==> src/rtl/syscp_pkg.sv <==
`timescale 1ns/1ps
package syscp_pkg;

   typedef enum logic [1:0] {
      SEL_NONE = 2'd0,
      SEL_CTRL = 2'd1,
      SEL_FERR = 2'd2,
      SEL_DIAG = 2'd3
   } port_sel_e;

   typedef struct packed {
      logic      wr;
      logic      rd;
      port_sel_e sel;
   } access_t;

endpackage

==> src/rtl/syscp_decode.sv <==
`timescale 1ns/1ps
module syscp_decode
   import syscp_pkg::*;
#(
   parameter int          ADDR_W    = 16,
   parameter int unsigned CTRL_ADDR = 'h92,
   parameter int unsigned FERR_ADDR = 'hF0,
   parameter int unsigned DIAG_ADDR = 'h80
) (
   input  logic [ADDR_W-1:0] io_addr,
   input  logic              io_wr,
   input  logic              io_rd,
   output access_t           acc
);

   localparam logic [ADDR_W-1:0] CA = ADDR_W'(CTRL_ADDR);
   localparam logic [ADDR_W-1:0] FA = ADDR_W'(FERR_ADDR);
   localparam logic [ADDR_W-1:0] DA = ADDR_W'(DIAG_ADDR);

   always_comb begin
      acc.wr  = io_wr;
      acc.rd  = io_rd;
      acc.sel = SEL_NONE;
      if (io_addr == CA)      acc.sel = SEL_CTRL;
      else if (io_addr == FA) acc.sel = SEL_FERR;
      else if (io_addr == DA) acc.sel = SEL_DIAG;
   end

endmodule

==> src/rtl/syscp_ctrl_reg.sv <==
`timescale 1ns/1ps
module syscp_ctrl_reg #(
   parameter int DATA_W  = 8,
   parameter int A20_BIT = 1,
   parameter int RST_BIT = 0
) (
   input  logic              clk,
   input  logic              por_n,
   input  logic              dev_rst,
   input  logic              wr_en,
   input  logic [DATA_W-1:0] wdata,
   output logic [DATA_W-1:0] q,
   output logic              a20,
   output logic              rst_pulse
);

   always_ff @(posedge clk or negedge por_n) begin
      if (!por_n) begin
         q         <= '0;
         rst_pulse <= 1'b0;
      end else begin
         rst_pulse <= wr_en & ~dev_rst & wdata[RST_BIT];
         if (dev_rst)
            q[RST_BIT] <= 1'b0;
         else if (wr_en)
            q <= wdata;
      end
   end

   assign a20 = q[A20_BIT];

endmodule

==> src/rtl/syscp_ferr_latch.sv <==
`timescale 1ns/1ps
module syscp_ferr_latch (
   input  logic clk,
   input  logic por_n,
   input  logic raise,
   input  logic clear,
   output logic level
);

   always_ff @(posedge clk or negedge por_n) begin
      if (!por_n)
         level <= 1'b0;
      else if (raise)
         level <= 1'b1;
      else if (clear)
         level <= 1'b0;
   end

endmodule

==> src/rtl/syscp_rd_mux.sv <==
`timescale 1ns/1ps
module syscp_rd_mux #(
   parameter int              DATA_W   = 8,
   parameter logic [DATA_W-1:0] IDLE_VAL = '1,
   parameter bit              REG_READ = 1'b0
) (
   input  logic              clk,
   input  logic              por_n,
   input  logic              hit,
   input  logic [DATA_W-1:0] val,
   output logic [DATA_W-1:0] rdata
);

   generate
      if (REG_READ) begin : g_reg
         logic [DATA_W-1:0] rdata_q;
         always_ff @(posedge clk or negedge por_n) begin
            if (!por_n) rdata_q <= IDLE_VAL;
            else        rdata_q <= hit ? val : IDLE_VAL;
         end
         assign rdata = rdata_q;
      end else begin : g_comb
         logic unused_clk;
         assign unused_clk = clk & por_n;
         assign rdata = hit ? val : IDLE_VAL;
      end
   endgenerate

endmodule

==> src/rtl/syscp_legacy_ports.sv <==
`timescale 1ns/1ps
module syscp_legacy_ports
   import syscp_pkg::*;
#(
   parameter int          ADDR_W    = 16,
   parameter int          DATA_W    = 8,
   parameter int unsigned CTRL_ADDR = 'h92,
   parameter int unsigned FERR_ADDR = 'hF0,
   parameter int unsigned DIAG_ADDR = 'h80,
   parameter int          A20_BIT   = 1,
   parameter int          RST_BIT   = 0,
   parameter bit          REG_READ  = 1'b0
) (
   input  logic              clk,
   input  logic              por_n,
   input  logic              dev_rst,
   input  logic [ADDR_W-1:0] io_addr,
   input  logic [DATA_W-1:0] io_wdata,
   input  logic              io_wr,
   input  logic              io_rd,
   output logic [DATA_W-1:0] io_rdata,
   input  logic              ferr_raise,
   output logic              a20_gate,
   output logic              reset_req,
   output logic              ferr_irq
);

   localparam logic [DATA_W-1:0] IDLE_VAL  = '1;
   localparam longint unsigned   ADDR_SPAN = 64'd1 << ADDR_W;

   generate
      if (DATA_W < 2 || A20_BIT >= DATA_W || RST_BIT >= DATA_W || A20_BIT == RST_BIT) begin : g_bad_bits
         $error("control bit positions must be distinct and inside DATA_W");
      end
      if (CTRL_ADDR >= ADDR_SPAN || FERR_ADDR >= ADDR_SPAN || DIAG_ADDR >= ADDR_SPAN) begin : g_bad_span
         $error("port address does not fit in ADDR_W");
      end
      if (CTRL_ADDR == FERR_ADDR || CTRL_ADDR == DIAG_ADDR || FERR_ADDR == DIAG_ADDR) begin : g_bad_map
         $error("port addresses must be distinct");
      end
   endgenerate

   access_t           acc;
   logic              wr_ctrl;
   logic              wr_ferr;
   logic              rd_ctrl;
   logic [DATA_W-1:0] ctrl_q;

   syscp_decode #(
      .ADDR_W   (ADDR_W),
      .CTRL_ADDR(CTRL_ADDR),
      .FERR_ADDR(FERR_ADDR),
      .DIAG_ADDR(DIAG_ADDR)
   ) u_dec (
      .io_addr(io_addr),
      .io_wr  (io_wr),
      .io_rd  (io_rd),
      .acc    (acc)
   );

   assign wr_ctrl = acc.wr && (acc.sel == SEL_CTRL);
   assign wr_ferr = acc.wr && (acc.sel == SEL_FERR);
   assign rd_ctrl = acc.rd && (acc.sel == SEL_CTRL);

   syscp_ctrl_reg #(
      .DATA_W (DATA_W),
      .A20_BIT(A20_BIT),
      .RST_BIT(RST_BIT)
   ) u_ctrl (
      .clk      (clk),
      .por_n    (por_n),
      .dev_rst  (dev_rst),
      .wr_en    (wr_ctrl),
      .wdata    (io_wdata),
      .q        (ctrl_q),
      .a20      (a20_gate),
      .rst_pulse(reset_req)
   );

   syscp_ferr_latch u_ferr (
      .clk  (clk),
      .por_n(por_n),
      .raise(ferr_raise),
      .clear(wr_ferr),
      .level(ferr_irq)
   );

   syscp_rd_mux #(
      .DATA_W  (DATA_W),
      .IDLE_VAL(IDLE_VAL),
      .REG_READ(REG_READ)
   ) u_rd (
      .clk  (clk),
      .por_n(por_n),
      .hit  (rd_ctrl),
      .val  (ctrl_q),
      .rdata(io_rdata)
   );

endmodule

==> config.mk <==
export PLATFORM = sky130hd
export DESIGN_NAME = syscp_legacy_ports
export DESIGN_NICKNAME = d
export VERILOG_FILES = /design/src/rtl/syscp_pkg.sv /design/src/rtl/syscp_decode.sv /design/src/rtl/syscp_ctrl_reg.sv /design/src/rtl/syscp_ferr_latch.sv /design/src/rtl/syscp_rd_mux.sv /design/src/rtl/syscp_legacy_ports.sv
export SDC_FILE = /design/constraint.sdc
export NUM_CORES = 1
export LEC_CHECK = 0
export BUFFER_PORTS_ARGS = -buffer_cell sky130_fd_sc_hd__clkbuf_2
export CAP_MARGIN = 20
export CORE_MARGIN = 3
export CORE_UTILIZATION = 30
export DETAILED_ROUTE_END_ITERATION = 10
export SLEW_MARGIN = 20
export SYNTH_ARGS = -nofsm -noshare
export SYNTH_HDL_FRONTEND = slang
export SYNTH_HIERARCHICAL = 1
export SYNTH_SLANG_ARGS = --single-unit
==> constraint.sdc <==
create_clock -name clk -period 1.5 [get_ports clk]
set_input_delay 0 -clock clk [delete_from_list [all_inputs] [get_ports clk]]
set_output_delay 0 -clock clk [all_outputs]
set_load 0.01 [all_outputs]
Word level (Yosys, flattened, before mapping) --
Cells that the tools add are included.
Cells by class: equal/unequal tests 5, mux-type cells 8, bitwise logic cells 3, reductions and logical operators 6
Operator list (count):
- 16-bit by 8-bit equality test with 1-bit output (second input constant) | 3
- 8-bit 2-to-1 mux | 1
- 2-bit 2-to-1 mux | 3
- 1-bit 2-to-1 mux | 4
- 2-bit nonzero test | 2
- 1-bit logical AND | 3
- 1-bit AND | 2
- 2-bit by 1-bit equality test with 1-bit output (second input constant) | 1
- 2-bit equality test (second input constant) | 1
- 2-bit AND reduction | 1
- 1-bit NOT | 1
Storage, ports and cells: register bits 10, input bits 30, output and inout port bits 11, logic and storage cells 26

Longest topological paths before layout --
Gate-level depths: netlist (run 1).
word-level depth 8, gate-level depth with buffers 7, mapped depth without buffers 6

Hierarchy --
Netlist (run 1), hierarchy kept.
By module, submodules not included:
- syscp_ctrl_reg | times used 1, cells an instance 22, area an instance 384.1 sq um, sequential area each 225.2 sq um
- syscp_decode | times used 1, cells an instance 11, area an instance 105.1 sq um, sequential area each 0.0 sq um
- syscp_rd_mux | times used 1, cells an instance 8, area an instance 50.0 sq um, sequential area each 0.0 sq um
- syscp_ferr_latch | times used 1, cells an instance 3, area an instance 36.3 sq um, sequential area each 25.0 sq um
- syscp_legacy_ports | times used 1, cells an instance 3, area an instance 26.3 sq um, sequential area each 0.0 sq um

Worst setup path after synthesis (run 1) --
No wires, ideal clock.
kind input -> register, from input io_addr[2], to register u_ctrl.q[1], setup time 125 ps, arrival 1423 ps, data required time 1375 ps, path slack -48 ps, stages 7, buffers on the path 1, path through nor4b_2 -> nand3_1 -> nor4_2 -> and3b_1 -> nor2b_4 -> buf_6 -> mux2_4
RTL lines:
- start, declared | line syscp_legacy_ports.sv:17 | input logic [ADDR_W-1:0] io_addr,
- end signal, assigned | line syscp_ctrl_reg.sv:26 | q <= wdata;
- end, declared | line syscp_ctrl_reg.sv:12 | output logic [DATA_W-1:0] q,

==> impl_metrics.tcl, run 1 <==
set metrics [dict create \
    status "complete, but fails checks" \
    ys_types 18 \
    ir_worst_vdd_uv 282 \
    synth_edf_count 0 \
    slew_headroom_pct 83.5 \
    p_leak_uw 0.000494 \
    max_stage_delay_ns 0.29 \
    gp_congestion 0.662 \
    critical_path.slowest_cell "mux2_4" \
    overflow 0 \
    fillers 169 \
    postRouteAntennaNets 0 \
    ctsRootBufferMaster "clkbuf_4" \
    cp_common_cell "buf_6" \
    skew_ns 0 \
    endpoint_kind "flip-flop" \
    cts_tree "yes" \
    worstPathCellList "clkbuf_2 > nor4_4 > nand3_2 > buf_6 > a211oi_4 > and3b_1 > nor2b_4 > buf_6 > mux2_4" \
    hold_class "input port to async pin" \
    antennaDiodeCount 0 \
    synth_ff_type "dfrtp_1" \
    synth_area_um2 602 \
    fmax_mhz 664 \
    crit_type "input port to flip-flop" \
    crit_required_ns 1.63 \
    powerDensity_nw_per_um2 512 \
    clock_sinks 10 \
    grt_antenna_before_repair 0 \
    yosysTopAreaCellShare_pct 41.6 \
    report.final.slew_viol_count 0 \
    min_period_ns 1.51 \
    syn_nets 77 \
    async_reset_ff_share_pct 100 \
    numCtsBuffers 3 \
    cts.clk_slew.worst_paths_ns 0.06 \
    vias_per_cell 4.38 \
    mostFrequentLayoutCell "clkbuf_2" \
    violations "setup timing" \
    die_area_um2 2580 \
    synth_area_leaders "dfrtp_1 (42%), mux2_4 (17%), nand2b_1 (8.3%)" \
    design_area_um2 1040 \
    rsz0062_at_grt "true" \
    dpl-instance-area_um2 847 \
    cap_viol_max_count 0 \
    htree_num_levels 1 \
    num_rows 15 \
    fin_cells 128 \
    vias 560 \
    critical_path_buf_inv_count 3 \
    synthCells 47 \
    min_period_over_period_pct 100 \
    arrival_ns 1.64 \
    layout_common_cells "clkbuf_2 (39), dlygate4sd3_1 (11), dfrtp_1 (10)" \
    ys_seq_elements 10 \
    worstMarginPinSlew_ns 0.247 \
    yosysWarningCount 6 \
    clk_latency_ns 0.25 \
    crit_family "simple AND/OR/NAND/NOR gates" \
    port_buffers 40 \
    grt_pass1_wl_um 2210 \
    io_pins 41 \
    drive_gt1_share_pct 63.1 \
    critPathLaunchType "input port" \
    grt_pass1_vias 562 \
    synth.avg_cell_area_um2 12.8 \
    wl_per_cell_um 10.5 \
    drt_iter0_markers 2 \
    seq_area_frac_synth_pct 41.6 \
    drcViolationCount 0 \
    die_h_um 50.8 \
    dp_hpwl_um 1070 \
    worst_slack_ns -0.00627 \
    hold_viol_final 0 \
    dp.cells 112 \
    grt_max_degree 11 \
    coreArea_um2 1800 \
    start_util_pct 33.4 \
    synthToLayoutAreaGrowth_pct 73.4 \
    routed_wl_um 1350 \
    setup_viol 4 \
    die_w_um 50.8 \
    cts_buffer_depth 2 \
    grt_use_total_pct 11.5 \
    drtPass1Iterations 3 \
    nNetsFinal 135 \
    cp_max_fo 4 \
    yosys.area.top_type "dfrtp_1" \
]
## area by class of cell
class / instances / area [µm²] / area share, %
tap: 25 / 31.3 / 3.00
inverter: 1 / 3.75 / 0.360
multi-input combinational: 32 / 363 / 34.8
clock buffer: 3 / 22.5 / 2.16
timing repair buffer: 57 / 373 / 35.7
sequential: 10 / 250 / 24.0
## metal layers
layer / wire [µm] / track usage [%] / up-vias / share of wire, %
li1: - / - / 274 / -
met5: 0 / 0 / - / 0
met1: 516 / 12.9 / 251 / 38
met2: 661 / 19.8 / 33 / 49
met4: 10 / 6.73 / 0 / 0.74
met3: 162 / 2.37 / 2 / 12
## cells by family after synthesis
group                  Yosys count  share of synthesized area, %
AND/OR/NAND/NOR                 21                          28.3
flip-flops                      10                          41.6
multiplexers                     8                          19.1
buffers and inverters            5                          6.24
AO/OA/AOI/OAI                    2                          3.33
XOR/XNOR                         1                          1.46
## Yosys cell counts (2+ instances only)
cell type,n
dfrtp_1,10
nand2b_1,8
buf_4,3
nor4_2,3
and3b_1,3
mux2_4,7
nand3_1,2
## where the power goes
group,internal [µW],switching (µW)
logic,58.1,38.4
registers,270,0.0335
clock network,91.8,75.8
## per-stage QoR
| stage | total power (µW) | hold slack, ns | setup slack [ns] | util, % | TNS, ns |
|---|---|---|---|---|---|
| after floorplan | 288 | -0.296 | -0.0440 | - | -0.308 |
| after global placement | 342 | -0.121 | -0.253 | 47.0 | -1.80 |
| after detailed placement | 341 | -0.120 | -0.323 | 47.0 | -2.35 |
| after CTS | 541 | 0.142 | 0.0207 | 55.6 | 0 |
| after global routing | 564 | 0.174 | -0.111 | 57.9 | -0.867 |
| final | 534 | 0.155 | -0.00627 | 57.9 | -0.0112 |
## path summary, 6_finish.rpt
path	depth (start not counted)	slack, ns	start	to
min	2	0.15	por_n	u_ctrl/q[4]$_DFFE_PN0P_
max in group asynchronous	2	1.15	por_n	u_ctrl/rst_pulse$_DFF_PN0_
min reg2reg	1	0.48	u_ferr/level$_DFFE_PN0P_	u_ferr/level$_DFFE_PN0P_
min in group clk	4	0.16	io_wr	u_ferr/level$_DFFE_PN0P_
max	9	-0.006	io_addr[9]	u_ctrl/q[3]$_DFFE_PN0P_
max reg2reg	1	0.74	u_ctrl/q[1]$_DFFE_PN0P_	u_ctrl/q[1]$_DFFE_PN0P_
## flip-flops by register name, indices dropped and copies added, names as in the netlist
register and cells:
u_ctrl/rst_pulse 1, u_ferr/level 1, u_ctrl/q 8
## timing repair
item                                   CTS  global route
setup endpoints to repair                7            15
hold buffers                            11             0
endpoints found under the hold margin   20             0
pin swaps                                0             3
setup buffers                            2             0
resized for setup                        1             8
Power figures use the tool's default switching activity.
==> run 2: changes to the inputs <==
- SETUP_SLACK_MARGIN: unset -> 0.15
==> impl_metrics.tcl, run 2 (same netlist as run 1, synthesis figures left out) <==
set metrics [dict create \
    dpl-instance-area_um2 832 \
    hold_class "input port to async pin" \
    largest_reg_flops 8 \
    cts_tree "yes" \
    min_period_ns 1.49 \
    design_area_um2 1050 \
    r2r_slack_ns 0.73 \
    nNetsFinal 133 \
    hold_viol_final 0 \
    swShare_pct 21.2 \
    routed_wl_um 1510 \
    multi_input_area_um2 354 \
    powerDensity_nw_per_um2 572 \
    seq_area_um2 250 \
    top_regs "u_ctrl/q: 8 flops, u_ctrl/rst_pulse: 1 flops, u_ferr/level: 1 flops" \
    cts_buffer_depth 2 \
    htree_num_levels 1 \
    grt_pass1_wl_um 2450 \
    grt_use_total_pct 13.0 \
    vias_per_cell 4.42 \
    ctsRootBufferMaster "clkbuf_4" \
    dp.cells 110 \
    internal-power_uw 473 \
    arrival_ns 1.64 \
    drive_gt1_share_pct 62.7 \
    grt_max_degree 11 \
    r2r_cells 1 \
    overflow 0 \
    port_buffers 40 \
    antennaDiodeCount 0 \
    gp_congestion 0.647 \
    grt_pass1_vias 603 \
    worstMarginPinSlew_ns 0.254 \
    fin_cells 127 \
    drtPass1Iterations 2 \
    power_frac_comb_pct 15.5 \
    cap_viol_max_count 0 \
    regMostFlops "u_ctrl/q" \
    total_power_uw 600 \
    p_leak_uw 0.000482 \
    rsz0062_at_grt "true" \
    die_w_um 50.8 \
    critPathLaunchType "input port" \
    layout_common_cells "clkbuf_2 (30), dlygate4sd3_1 (11), dfrtp_1 (10)" \
    clk_latency_ns 0.26 \
    wl_per_cell_um 11.9 \
    cts.clk_slew.worst_paths_ns 0.06 \
    power_switching_uw 127 \
    drt_iter0_markers 3 \
    p_seq_share_pct 45.0 \
    report.final.slew_viol_count 0 \
    crit_type "input port to flip-flop" \
    synthToLayoutAreaGrowth_pct 74.2 \
    endpoint_kind "flip-flop" \
    postRouteAntennaNets 0 \
    crit_required_ns 1.65 \
    fillers 172 \
    fmax_mhz 670 \
    r2r-start "u_ctrl/q[1]$_DFFE_PN0P_" \
    worstReg2RegEnd "u_ctrl/q[1]$_DFFE_PN0P_" \
    coreArea_um2 1800 \
    vias 561 \
    clock_sinks 10 \
    io_pins 41 \
    min_period_over_period_pct 99.5 \
    cp_max_fo 8 \
    numCtsBuffers 3 \
    slew_headroom_pct 83.0 \
    mostFrequentLayoutCell "clkbuf_2" \
    clock_power_share_pct 39.6 \
    status "finished clean" \
    ir_worst_vdd_uv 238 \
    die_h_um 50.8 \
    start_util_pct 33.4 \
    die_area_um2 2580 \
    drcViolationCount 0 \
    skew_ns 0 \
    num_rows 15 \
    dp_hpwl_um 1150 \
    setup_viol 0 \
    grt_antenna_before_repair 0 \
]
## run 2: layout make-up
type	count	share of cell area, %
flip-flops and latches	10	23.9
inverters	1	0.358
repair buffers	55	35.6
well taps	25	2.98
multi-input cells	32	33.8
clock buffers	4	3.46
## run 2: power by group through the flow
| stage | sequential, µW | clock (µW) | combinational, µW |
|---|---|---|---|
| after floorplan | 275 | 0 | 13.3 |
| after global placement | 275 | 0 | 62.5 |
| after detailed placement | 275 | 0 | 64.3 |
| after CTS | 270 | 248 | 88.5 |
| after global routing | 269 | 265 | 102 |
| final | 270 | 237 | 92.9 |
## run 2: how the worst max path moves through the flow
stage / from / end / slack [ns] / cells after the start
after floorplan: io_addr[2] / u_ctrl/q[1]$_DFFE_PN0P_ / -0.04 / 7
after global placement: io_addr[2] / u_ctrl/q[3]$_DFFE_PN0P_ / -0.26 / 7
after CTS: io_addr[12] / u_ctrl/q[3]$_DFFE_PN0P_ / 0.02 / 8
final: io_addr[10] / u_ctrl/q[3]$_DFFE_PN0P_ / 0.008 / 9
after global routing: io_addr[10] / u_ctrl/q[1]$_DFFE_PN0P_ / -0.06 / 8
after detailed placement: io_addr[12] / u_ctrl/q[3]$_DFFE_PN0P_ / -0.34 / 7
## run 2: repair_timing
| item | in CTS | in global routing |
|---|---|---|
| endpoints found under the hold margin | 20 | 0 |
| gates resized for setup | 4 | 13 |
| setup buffers | 1 | 1 |
| hold buffers | 11 | 0 |
| pin swaps | 1 | 3 |
| endpoints found under the setup margin | 16 | 17 |
## run 2: metal layers
metal,vias up,GRT usage [%],routed length [µm]
li1,269,-,-
met1,255,13.8,569
met2,35,23.0,768
met3,2,4.75,151
met4,0,5.38,17
met5,-,0,0
## run 2: per-stage QoR
step / worst slack (ns) / hold WS (ns) / TNS [ns] / util (%)
floorplan: -0.0440 / -0.296 / -0.308 / -
global placement: -0.263 / -0.121 / -1.87 / 46.2
detailed placement: -0.343 / -0.121 / -2.56 / 46.2
CTS: 0.0160 / 0.123 / 0 / 56.4
global route: -0.0566 / 0.140 / -0.372 / 58.2
finish: 0.00824 / 0.138 / 0 / 58.2
## run 2: worst max-delay path: stages
cell and delay (ns):
buf_6 0.10, nor4_4 0.28, nand3_2 0.15, buf_6 0.15, a211oi_4 0.17, and3b_1 0.22
nor2b_4 0.13, buf_12 0.13, mux2_4 0.29
